### src/rtl/mra_pkg.sv
package mra_pkg;
  localparam int NCLI = 3;
  localparam int NRES = 2;
  localparam int C_A  = 0;
  localparam int C_B  = 1;
  localparam int C_AB = 2;
endpackage

### src/rtl/mra_client_slot.sv
module mra_client_slot #(
  parameter int ATTR_W = 8
) (
  input  logic              clk,
  input  logic              rst,
  input  logic              req,
  input  logic              win,
  input  logic [ATTR_W-1:0] attr_in,
  output logic              gnt,
  output logic              want,
  output logic [ATTR_W-1:0] attr_held
);
  // A client wants service only while it is not already served
  assign want = req & ~gnt;

  always_ff @(posedge clk) begin
    if (rst) begin
      gnt       <= 1'b0;
      attr_held <= '0;
    end else if (gnt) begin
      gnt <= req;
    end else if (win) begin
      gnt       <= 1'b1;
      attr_held <= attr_in;
    end
  end

  a_r5_hold: assert property (@(posedge clk) disable iff (rst)
    (gnt && req) |=> gnt);
  a_r5_drop: assert property (@(posedge clk) disable iff (rst)
    (gnt && !req) |=> !gnt);
  a_r1_win_grants: assert property (@(posedge clk) disable iff (rst)
    win |=> gnt);
  a_r9_attr_stable: assert property (@(posedge clk) disable iff (rst)
    (gnt && req) |=> $stable(attr_held));
endmodule

### src/rtl/mra_fair_cnt.sv
module mra_fair_cnt #(
  parameter int HIST_K = 2
) (
  input  logic clk,
  input  logic rst,
  input  logic inc,
  input  logic clr,
  input  logic dual_wait,
  output logic blocked
);
  localparam int CW = $clog2(HIST_K + 1);
  localparam logic [CW-1:0] KV = CW'(HIST_K);

  logic [CW-1:0] cnt;

  always_ff @(posedge clk) begin
    if (rst || clr) begin
      cnt <= '0;
    end else if (inc && (cnt != KV)) begin
      cnt <= cnt + 1'b1;
    end
  end

  assign blocked = dual_wait && (cnt == KV);

  a_r7_bound: assert property (@(posedge clk) disable iff (rst)
    cnt <= KV);
  a_r7_clear: assert property (@(posedge clk) disable iff (rst)
    clr |=> (cnt == '0));
endmodule

### src/rtl/mra_res_track.sv
module mra_res_track (
  input  logic       clk,
  input  logic       rst,
  input  logic [1:0] hold_gnt,
  input  logic [1:0] hold_req,
  input  logic       avail,
  output logic       free,
  output logic       release_o
);
  // Free: nobody holds the resource and it is offered
  assign free = avail & ~(|hold_gnt);

  always_ff @(posedge clk) begin
    if (rst) begin
      release_o <= 1'b0;
    end else begin
      release_o <= |(hold_gnt & ~hold_req);
    end
  end

  a_r2_one_holder: assert property (@(posedge clk) disable iff (rst)
    $onehot0(hold_gnt));
  a_r6_release_after_hold: assert property (@(posedge clk) disable iff (rst)
    release_o |-> ($past(|hold_gnt) && !(|hold_gnt)));
endmodule

### src/rtl/mra_arbiter.sv
module mra_arbiter
  import mra_pkg::*;
#(
  parameter int ATTR_W = 8,
  parameter int HIST_K = 2
) (
  input  logic                   clk,
  input  logic                   rst,
  input  logic [NCLI-1:0]        req,
  input  logic [NCLI*ATTR_W-1:0] attr_in,
  input  logic [NRES-1:0]        res_avail,
  output logic [NCLI-1:0]        gnt,
  output logic [NCLI*ATTR_W-1:0] attr_held,
  output logic [NRES-1:0]        res_release
);
  logic [NCLI-1:0] want;
  logic [NCLI-1:0] win;
  logic [NRES-1:0] free;
  logic [NRES-1:0] blk;
  logic [NRES-1:0] single_win;

  // Per-client handshake and attribute capture
  for (genvar i = 0; i < NCLI; i++) begin : g_slot
    mra_client_slot #(.ATTR_W(ATTR_W)) u_slot (
      .clk       (clk),
      .rst       (rst),
      .req       (req[i]),
      .win       (win[i]),
      .attr_in   (attr_in[i*ATTR_W +: ATTR_W]),
      .gnt       (gnt[i]),
      .want      (want[i]),
      .attr_held (attr_held[i*ATTR_W +: ATTR_W])
    );
  end

  // Single client r owns resource r; the dual client shares both
  for (genvar r = 0; r < NRES; r++) begin : g_res
    mra_res_track u_trk (
      .clk       (clk),
      .rst       (rst),
      .hold_gnt  ({gnt[C_AB], gnt[r]}),
      .hold_req  ({req[C_AB], req[r]}),
      .avail     (res_avail[r]),
      .free      (free[r]),
      .release_o (res_release[r])
    );

    mra_fair_cnt #(.HIST_K(HIST_K)) u_cnt (
      .clk       (clk),
      .rst       (rst),
      .inc       (win[r]),
      .clr       (win[C_AB]),
      .dual_wait (want[C_AB]),
      .blocked   (blk[r])
    );

    assign single_win[r] = want[r] & free[r] & ~blk[r];
  end

  // Decision: single clients first unless held off by history
  always_comb begin
    win       = '0;
    win[C_A]  = single_win[C_A];
    win[C_B]  = single_win[C_B];
    win[C_AB] = want[C_AB] & (&free) & ~(|single_win);
  end

  a_r2_mutex_a: assert property (@(posedge clk) disable iff (rst)
    !(gnt[C_A] && gnt[C_AB]));
  a_r2_mutex_b: assert property (@(posedge clk) disable iff (rst)
    !(gnt[C_B] && gnt[C_AB]));
  a_r11_avail_a: assert property (@(posedge clk) disable iff (rst)
    $rose(gnt[C_A]) |-> $past(res_avail[C_A]));
  a_r11_avail_b: assert property (@(posedge clk) disable iff (rst)
    $rose(gnt[C_B]) |-> $past(res_avail[C_B]));
  a_r4_dual_both: assert property (@(posedge clk) disable iff (rst)
    $rose(gnt[C_AB]) |-> $past(!gnt[C_A] && !gnt[C_B] && (&res_avail)));
  a_r6_release_a: assert property (@(posedge clk) disable iff (rst)
    ($fell(gnt[C_A]) || $fell(gnt[C_AB])) |-> res_release[C_A]);
endmodule

### config.mk
export PLATFORM = sky130hd
export DESIGN_NAME = mra_arbiter
export DESIGN_NICKNAME = d
export VERILOG_FILES = /design/src/rtl/mra_pkg.sv /design/src/rtl/mra_client_slot.sv /design/src/rtl/mra_fair_cnt.sv /design/src/rtl/mra_res_track.sv /design/src/rtl/mra_arbiter.sv
export SDC_FILE = /design/constraint.sdc
export NUM_CORES = 1
export LEC_CHECK = 0
export BUFFER_PORTS_ARGS = -buffer_cell sky130_fd_sc_hd__buf_2
export CORE_MARGIN = 2
export CORE_UTILIZATION = 35
export CTS_BUF_LIST = sky130_fd_sc_hd__clkbuf_16
export DETAILED_ROUTE_END_ITERATION = 8
export GPL_TIMING_DRIVEN = 0
export HOLD_SLACK_MARGIN = 0.06
export PLACE_DENSITY = 0.61
export SLEW_MARGIN = 20
export SYNTH_ARGS = -nofsm -noshare
export SYNTH_HDL_FRONTEND = slang
export SYNTH_HIERARCHICAL = 1
export SYNTH_SLANG_ARGS = --single-unit
### constraint.sdc
create_clock -name clk -period 2.4 [get_ports clk]
set_input_delay 0.48 -clock clk [delete_from_list [all_inputs] [get_ports clk]]
set_output_delay 0.48 -clock clk [all_outputs]
set_load 0.02 [all_outputs]
==> results of run 1 <==
## through the flow
stage                     power, mW  utilization [%]
after floorplan               0.745                -
after global placement        0.817             44.8
after detailed placement      0.818             44.8
after CTS                      1.42             48.0
after global routing           1.47             48.2
final                          1.39             48.2
## per-layer routing
metal  routed length [um]  track usage (%)
met1                 1660             18.8
met2                 1500             22.8
met3                  250             4.36
met4                   44             5.66
met5                    0                0
## final timing paths
| kind | to | slack [ps] | depth (start not counted) |
|---|---|---|---|
| worst max-delay path | g_res[1].u_cnt/cnt[1]$_SDFFE_PP0P_ | 200 | 8 |
| worst min-delay path | g_slot[1].u_slot/attr_held[2]$_SDFFE_PP0P_ | 460 | 3 |
| worst max register to register | g_res[1].u_cnt/cnt[1]$_SDFFE_PP0P_ | 200 | 8 |
| worst min register to register | g_slot[1].u_slot/attr_held[4]$_SDFFE_PP0P_ | 460 | 2 |
## cell type report
cell class,count,area [um2]
buffer,6,48.8
clock buffer,5,125
clock inverter,3,12.5
fill,429,2270
inverter,2,7.51
multi-input combinational,112,897
sequential,33,661
tap,52,65.1
timing repair buffer,59,295
## worst register-to-register path: stages, from the launching register on
cell and delay, ps:
dfxtp_1 460, buf_6 180, and2b_2 230, and2_2 200, nor2b_4 130, and2_2 270
nor2b_4 230, nor2_2 50, a2111oi_2 330
## power breakdown
part	switching (mW)	leakage (nW)	total [mW]	internal [mW]
clock network	0.212	0.0687	0.586	0.374
logic	0.109	0.531	0.214	0.105
registers	0.0166	0.268	0.594	0.577
total	0.338	0.868	1.39	1.06
## cell families after synthesis
family	Yosys count	synth area share (%)
xor gates and xnor gates	2	1.09
buffers and inverters	8	3.51
DFF	33	41.2
AOI/OAI and AO/OA	28	10.4
and+or+nand+nor	77	40.4
adders and majority gates	2	1.56
muxes	3	1.87
## synthesized netlist by cell type (3+ instances only)
library cell   n  area (um2)
mux2i_1        3        30.0
and2b_2        3        26.3
dfxtp_1       33         661
and2b_4        3        30.0
buf_6          3        33.8
nand2b_1      28         175
nand4bb_1     24         270
clkbuf_2       3        15.0
nor2_1         3        11.3
o21ai_0       24         120
nor2b_4        4        55.1
## layout by cell type (no fill, tap or decap), drive strengths merged
master and n:
xnor2 2, o21ai 24, a2111oi 2, clkbuf 8, a21oi 2, nor2 5, ha 2, mux2i 3
nand3 1, inv 2, nand2b 28, and2b 6, clkinv 3, nor3 3, and2 4, nor2b 4
buf 62, dfxtp 33, nor3b 2, nand4bb 24
## registers in the layout, summed over array words and instances (netlist names)
register	count
g_slot.u_slot/attr_held	24
g_res.u_cnt/cnt	4
g_slot.u_slot/gnt	3
g_res.u_trk/release_o	2
==> PnR_summary.wiki, run 1 <==
{| class="wikitable"
! Metric !! Value
|-
| Max-cap violations || 0
|-
| Final period util || 91.5%
|-
| Share of layout cells above drive strength 1 || 41.8%
|-
| Part of the Yosys area used for sequential elements || 41.2%
|-
| Outcome || completed
|-
| Warnings from Yosys || 6
|-
| Worst setup slack after layout || 204 ps
|-
| Total overflow reported by the global router || 0
|-
| Async set-reset flop share out of synthesis || 0%
|-
| Cell area after placement || 1970 um2
|-
| Overall via count from detail_route || between 1,000 and 1,500
|-
| Leading register cell type out of synthesis || dfxtp_1
|-
| Startpoint of the worst-slack reg-to-reg timing path || g_slot[2].u_slot/gnt$_SDFF_PP0_
|-
| Horizontal die dimension || 71.7 um
|-
| Number of nets in the final layout || 252
|-
| Half-perimeter wire length after placement || 2440 um
|-
| Post-CTS repair timing setup buffer count || 0
|-
| First-pass GRT wire length || 5950 um
|-
| Number of antenna repair diodes || 0
|-
| Slowest Stage Delay on Critical Path || 460 ps
|-
| Type of destination of the critical path || flip-flop
|-
| Cell total after placement || ~260
|-
| Area of the mapped netlist || 1610 um2
|-
| Count of mapped cells out of synthesis || 153
|-
| IO Pins || 60
|-
| Critical path cell sequence || buf_6, and2b_2, and2_2, nor2b_4, and2_2, nor2b_4, nor2_2, a2111oi_2
|-
| Flop and latch count out of synthesis || 33
|-
| Tightest slew margin relative to the limit || 61.1%
|-
| Post-detailed-route DRC marker count || 0
|-
| Summed negative setup slack over all endpoints || 0 ps
|-
| Highest ir drop seen on vdd || 0.270 mV
|-
| Row cnt || 24
|-
| WHS || ~460 ps
|-
| Peak Freq || 455 MHz
|-
| All-layer global routing usage || 14.5%
|-
| Worst-Skew Late Latency || 270 ps
|-
| Number of global-route vias before repair || about 1,300
|-
| Crit path required time || 2570 ps
|-
| Post-layout min period || 2200 ps
|-
| Post-route ant nets || 0
|-
| Mean cell area of the mapped netlist || 10.5 um2
|-
| Slowest cell on crit path || dfxtp_1
|-
| CTS tree || built
|-
| Total die area || 5140 um2
|-
| Final Hold Fails || 0
|-
| Final setup skew || 3.03 ps
|-
| Worst Setup Start Kind || flip-flop
|-
| Final weighted congestion in routability-driven placement || 0.787
|-
| PortBufs || 59
|-
| Netlist cell types || 23
|-
| Final standard cell count with taps included and fillers excluded || 272
|-
| Pwr per Cell Area || 660 nW/um2
|-
| DP Worst Slack || 117 ps
|-
| Final wirelength || 3450 um
|-
| Clock buffers created by TritonCTS || 5
|-
| Core area || 4380 um2
|-
| Setup repair after global routing missed its margin || no
|-
| Delay-heaviest family, CP || simple AND/OR/NAND/NOR gates
|-
| Clock Tree Root || clkbuf_16
|-
| Vert. Die Dim || ~70 um
|-
| Arrival time worst endpoint || between 2000 and 2500 ps
|-
| Effective utilization at floorplan || 36.6%
|-
| Worst Setup SP || g_slot[2].u_slot/gnt$_SDFF_PP0_
|-
| Number of search-and-repair iterations in the first detailed-routing pass || 4
|-
| Critical path class || reg2reg
|-
| Worst path bufs/invs || 1
|-
| Nets in the synthesized netlist || 186
|-
| Number of enable-type register cells in the synthesized netlist || 0
|-
| Hold WC Path Type || in2reg
|-
| Buffer levels on the longest clock path || 2
|-
| Synth-to-layout area growth || 31.6%
|-
| Final Instance Area || 2110 um2
|-
| Number of gates resized after CTS || 0
|-
| Crit Path Max Fanout || 11
|-
| Antenna violations before repair || 0
|-
| Count of hold-fix buffers inserted at cts || 0
|-
| Routed vias/inst || 4.89
|-
| Iteration-0 DRC Markers || 86
|-
| H-tree levels || 2
|-
| Final setup fails || 0
|-
| # clock sinks || 33
|-
| Reg clk slew, reported paths || 50 ps
|-
| Maximum number of pins on one net before global-route repair || 31
|-
| Startpoint of the worst hold path || attr_in[10]
|-
| Leakage power || between 0.8 and 0.9 nW
|-
| Count of final max-slew check failures || 0
|-
| WL/cell || ~13 um
|-
| Slew of the pin with the lowest slew margin || 581 ps
|}
No activity file was read; power rests on OpenSTA's default activity.
==> inputs of run 2 (changes only) <==
--- a/config.mk
+++ b/config.mk
@@ -5,10 +5,12 @@
 export SDC_FILE = /design/constraint.sdc
 export NUM_CORES = 1
 export LEC_CHECK = 0
+export ABC_AREA = 1
 export BUFFER_PORTS_ARGS = -buffer_cell sky130_fd_sc_hd__buf_2
 export CORE_MARGIN = 2
 export CORE_UTILIZATION = 35
 export CTS_BUF_LIST = sky130_fd_sc_hd__clkbuf_16
+export CTS_CLUSTER_DIAMETER = 30
 export DETAILED_ROUTE_END_ITERATION = 8
 export GPL_TIMING_DRIVEN = 0
 export HOLD_SLACK_MARGIN = 0.06
==> run 2 against run 1 <==
  * Combinational power increased by 26%
  * Clock-buffer cell count did not move
  * Utilization is 0.69 points lower
  * Global-route usage decreased by 0.76 points
  * Via count is 11% higher
  * Synthesized cell count rose by 52%
  * Critical path type unchanged
  * Largest power group unchanged
==> PnR_summary.wiki, run 2 <==
{| class="wikitable"
! Metric !! Value
|-
| Tightest slew margin relative to the limit || 69.1% (+7.9 points)
|-
| Leakage power || 1.14 nW (+31%)
|-
| Final wirelength || 3260 um (-5.6%)
|-
| Path depth of the worst reg2reg path || 8 (unchanged)
|-
| Post-layout min period || 1960 ps (-234 ps)
|-
| Horizontal die dimension || 70.8 um (-1.3%)
|-
| Core area || 4320 um2 (-1.4%)
|-
| Startpoint of the worst-slack reg-to-reg timing path || g_slot[2].u_slot/gnt$_SDFF_PP0_
|-
| Area of the mapped netlist || 1560 um2 (-2.8%)
|-
| Count of mapped cells out of synthesis || 232 (+52%)
|-
| Share of cell area taken by muxes after synthesis || 0% (-1.9 points)
|-
| Part of the Yosys area used for sequential elements || 42.3% (+1.2 points)
|-
| Worst Setup Start Kind || flip-flop
|-
| Count of final max-slew check failures || 0 (unchanged)
|-
| Total power of the final layout || 1.46 mW (+4.6%)
|-
| Overall via count from detail_route || 1,483 (+11%)
|-
| IO Pins || 60 (unchanged)
|-
| Number of global-route vias before repair || 1,370 (+4.3%)
|-
| Flop and latch count out of synthesis || 33 (unchanged)
|-
| Reg clk slew, reported paths || 50 ps (about the same)
|-
| PortBufs || 59 (unchanged)
|-
| Number of search-and-repair iterations in the first detailed-routing pass || 4 (unchanged)
|-
| Leading register cell type out of synthesis || dfxtp_1
|-
| Area of combinational cells with multiple inputs || 678 um2 (-24%)
|-
| All-layer global routing usage || 13.8% (-0.76 points)
|-
| Row cnt || 24 (unchanged)
|-
| Nets in the synthesized netlist || 265 (+42%)
|-
| Max FFs per register || 24 (unchanged)
|-
| Startpoint of the worst hold path || g_slot[0].u_slot/attr_held[1]$_SDFFE_PP0P_
|-
| Area share of xor/xnor cells in the synthesized design || 0% (-1.1 points)
|-
| Iteration-0 DRC Markers || 55 (-36%)
|-
| Register bank with the most flops || g_slot.u_slot/attr_held
|-
| Ranking of synthesized cells by area || dfxtp_1 (42%), nor2_1 (13%), inv_1 (10%)
|-
| Clock buffers created by TritonCTS || 5 (unchanged)
|-
| WL/cell || 9.31 um (-27%)
|-
| Netlist cell types || 13 (-43%)
|-
| Crit path required time || 2600 ps (+30 ps)
|-
| Highest ir drop seen on vdd || 0.237 mV (-12%)
|-
| Final setup skew || 4.75 ps (+1.72 ps)
|-
| Internal reg-to-reg setup slack || 440 ps (+230 ps)
|-
| Buffer levels on the longest clock path || 2 (unchanged)
|-
| Maximum number of pins on one net before global-route repair || 11 (-65%)
|-
| Pwr per Cell Area || 710 nW/um2 (+7.5%)
|-
| Total die area || 5010 um2 (-2.7%)
|-
| # clock sinks || 33 (unchanged)
|-
| Worst Hold Depth || 2 (-1)
|-
| Top cells by count, synth || nor2_1 (56), inv_1 (42), nand2_1 (41), dfxtp_1 (33), nand3_1 (29)
|-
| Number of nets in the final layout || 331 (+31%)
|-
| Number of fill cells || 476 (+11%)
|-
| Post-CTS repair timing setup buffer count || 0 (unchanged)
|-
| R2r endpoint || g_slot[2].u_slot/attr_held[6]$_SDFFE_PP0P_
|-
| Post-route ant nets || 0 (unchanged)
|-
| Final Hold Fails || 0 (unchanged)
|-
| Complex-gate fraction of the synthesized area || 3.37% (-7.1 points)
|-
| Hold WC Path Type || reg2reg
|-
| Routed vias/inst || 4.24 (-13%)
|-
| Half-perimeter wire length after placement || 2410 um (-1.2%)
|-
| Share of layout cells above drive strength 1 || 28.2% (-14 points)
|-
| Final period util || 81.7% (-9.7 points)
|-
| Max-cap violations || 0 (unchanged)
|-
| First-pass GRT wire length || 5520 um (-7.3%)
|-
| Simple-gate share of the synthesized area || 38.5% (-1.9 points)
|-
| Mean cell area of the mapped netlist || 6.73 um2 (-36%)
|-
| Count of hold-fix buffers inserted at cts || 0 (unchanged)
|-
| Total overflow reported by the global router || 0 (unchanged)
|-
| H-tree levels || 2 (unchanged)
|-
| Top-area cell type share of the netlist area || 42.3% (+1.2 points)
|-
| Cell taking the most area after synthesis || dfxtp_1
|-
| Slew of the pin with the lowest slew margin || 462 ps (-119 ps)
|-
| Arithmetic-cell share of the synthesized area counting full adders, half adders and majority gates || 1.60% (+0.045 points)
|-
| Summed negative setup slack over all endpoints || 0 ps (unchanged)
|-
| Registers with the most flip-flops || g_slot.u_slot/attr_held: 24 flops, g_res.u_cnt/cnt: 4 flops, g_slot.u_slot/gnt: 3 flops
|-
| Effective utilization at floorplan || 36.1% (-0.53 points)
|-
| Synth-to-layout area growth || 31.6% (about the same)
|-
| Async set-reset flop share out of synthesis || 0% (unchanged)
|-
| Sink of the worst hold path || g_slot[0].u_slot/attr_held[1]$_SDFFE_PP0P_
|-
| CTS tree || built
|-
| Final weighted congestion in routability-driven placement || 0.770 (-2.3%)
|-
| Crit Path Max Fanout || 10 (-1)
|-
| Clock Tree Root || clkbuf_16
|-
| Worst-Skew Late Latency || 270 ps (about the same)
|-
| Most common cell in the netlist || nor2_1
|-
| Setup repair after global routing missed its margin || no
|-
| Post-detailed-route DRC marker count || 0 (unchanged)
|-
| Warnings from Yosys || 6 (unchanged)
|-
| Final setup fails || 0 (unchanged)
|-
| Critical path class || reg2reg
|-
| Main combinational cell family by area after synthesis || simple AND/OR/NAND/NOR gates
|-
| Arrival time worst endpoint || 2160 ps (-200 ps)
|-
| Register area || 661 um2 (unchanged)
|-
| Most frequent standard cell in the layout excluding fill and tap cells || buf_2
|-
| Peak Freq || 510 MHz (+12%)
|-
| Number of enable-type register cells in the synthesized netlist || 0 (unchanged)
|-
| Number of gates resized after CTS || 0 (unchanged)
|-
| Type of destination of the critical path || flip-flop
|-
| Outcome || completed
|-
| Number of antenna repair diodes || 0 (unchanged)
|-
| Antenna violations before repair || 0 (unchanged)
|-
| Vert. Die Dim || 70.8 um (-1.3%)
|-
| Commonest cells after routing, fill and taps aside || buf_2 (59), nor2_1 (56), inv_1 (43)
|}
==> run 2: cell types whose count changed in the layout (fill, tap and decap cells not counted), sizes merged, moves of 4 or more <==
| cell | previous run | this run |
|---|---|---|
| a21oi | 2 | 9 |
| and2 | 4 | 0 |
| and2b | 6 | 0 |
| inv | 2 | 51 |
| nand2 | 0 | 41 |
| nand2b | 28 | 0 |
| nand3 | 1 | 31 |
| nand4bb | 24 | 0 |
| nor2 | 5 | 61 |
| nor2b | 4 | 0 |
| o21ai | 24 | 0 |
==> run 2: worst max path at each step <==
stage,startpoint,endpoint,slack [ps],cells after the start
after floorplan,g_slot[2].u_slot/gnt$_SDFF_PP0_,g_slot[2].u_slot/attr_held[0]$_SDFFE_PP0P_,600,8
after global routing,g_slot[2].u_slot/gnt$_SDFF_PP0_,g_slot[2].u_slot/attr_held[1]$_SDFFE_PP0P_,210,8
after CTS,g_slot[2].u_slot/gnt$_SDFF_PP0_,g_slot[2].u_slot/attr_held[6]$_SDFFE_PP0P_,410,8
after global placement,req[2],g_slot[2].u_slot/attr_held[2]$_SDFFE_PP0P_,300,14
final,g_slot[2].u_slot/gnt$_SDFF_PP0_,g_slot[2].u_slot/attr_held[6]$_SDFFE_PP0P_,440,8
after detailed placement,req[2],g_slot[2].u_slot/attr_held[6]$_SDFFE_PP0P_,290,14
==> run 2: critical path, stage by stage, from the launching register on <==
cell and delay, ps:
dfxtp_1 420, nor3b_1 360, nand3_1 110, nor2_1 400, buf_6 210, inv_2 50
nor2_4 170, nor2_1 60, nor2_1 110
==> run 2: cells by family after synthesis <==
family | after synthesis
and+or+nand+nor | 135
AOI/OAI and AO/OA | 9
buffers and inverters | 53
adders and majority gates | 2
DFF | 33
==> run 2: area by class of cell <==
class	instances	share of cell area [%]
tap	52	3.17
multi-input combinational	146	33.0
clock buffer	5	6.09
buffer	3	1.65
inverter	50	9.14
timing repair buffer	59	14.4
sequential	33	32.2
clock inverter	2	0.366
==> run 2: routing by layer <==
layer,part of all wire [%],global-route usage [%],up-vias
met5,0,0,-
met4,1.0,5.66,0
met3,4.9,3.85,2
met2,47,24.0,38
met1,47,15.9,621
li1,-,-,822
==> run 2: metrics by stage <==
step / cells / hold slack (ps) / utilization [%] / area, um2 / setup WS [ps]
global placement: 343 / 457 / 44.4 / 1920 / 297
CTS: 350 / 478 / 47.5 / 2050 / 407
finish: 350 / 471 / 47.5 / 2050 / 438
floorplan: 232 / 456 / - / 1560 / 599
global route: 350 / 489 / 47.5 / 2050 / 213
detailed placement: 343 / 466 / 44.4 / 1920 / 294
==> run 2: report_power, final <==
group          internal, mW  switching (mW)
clock network         0.370           0.202
registers             0.591          0.0251
logic                 0.105           0.164
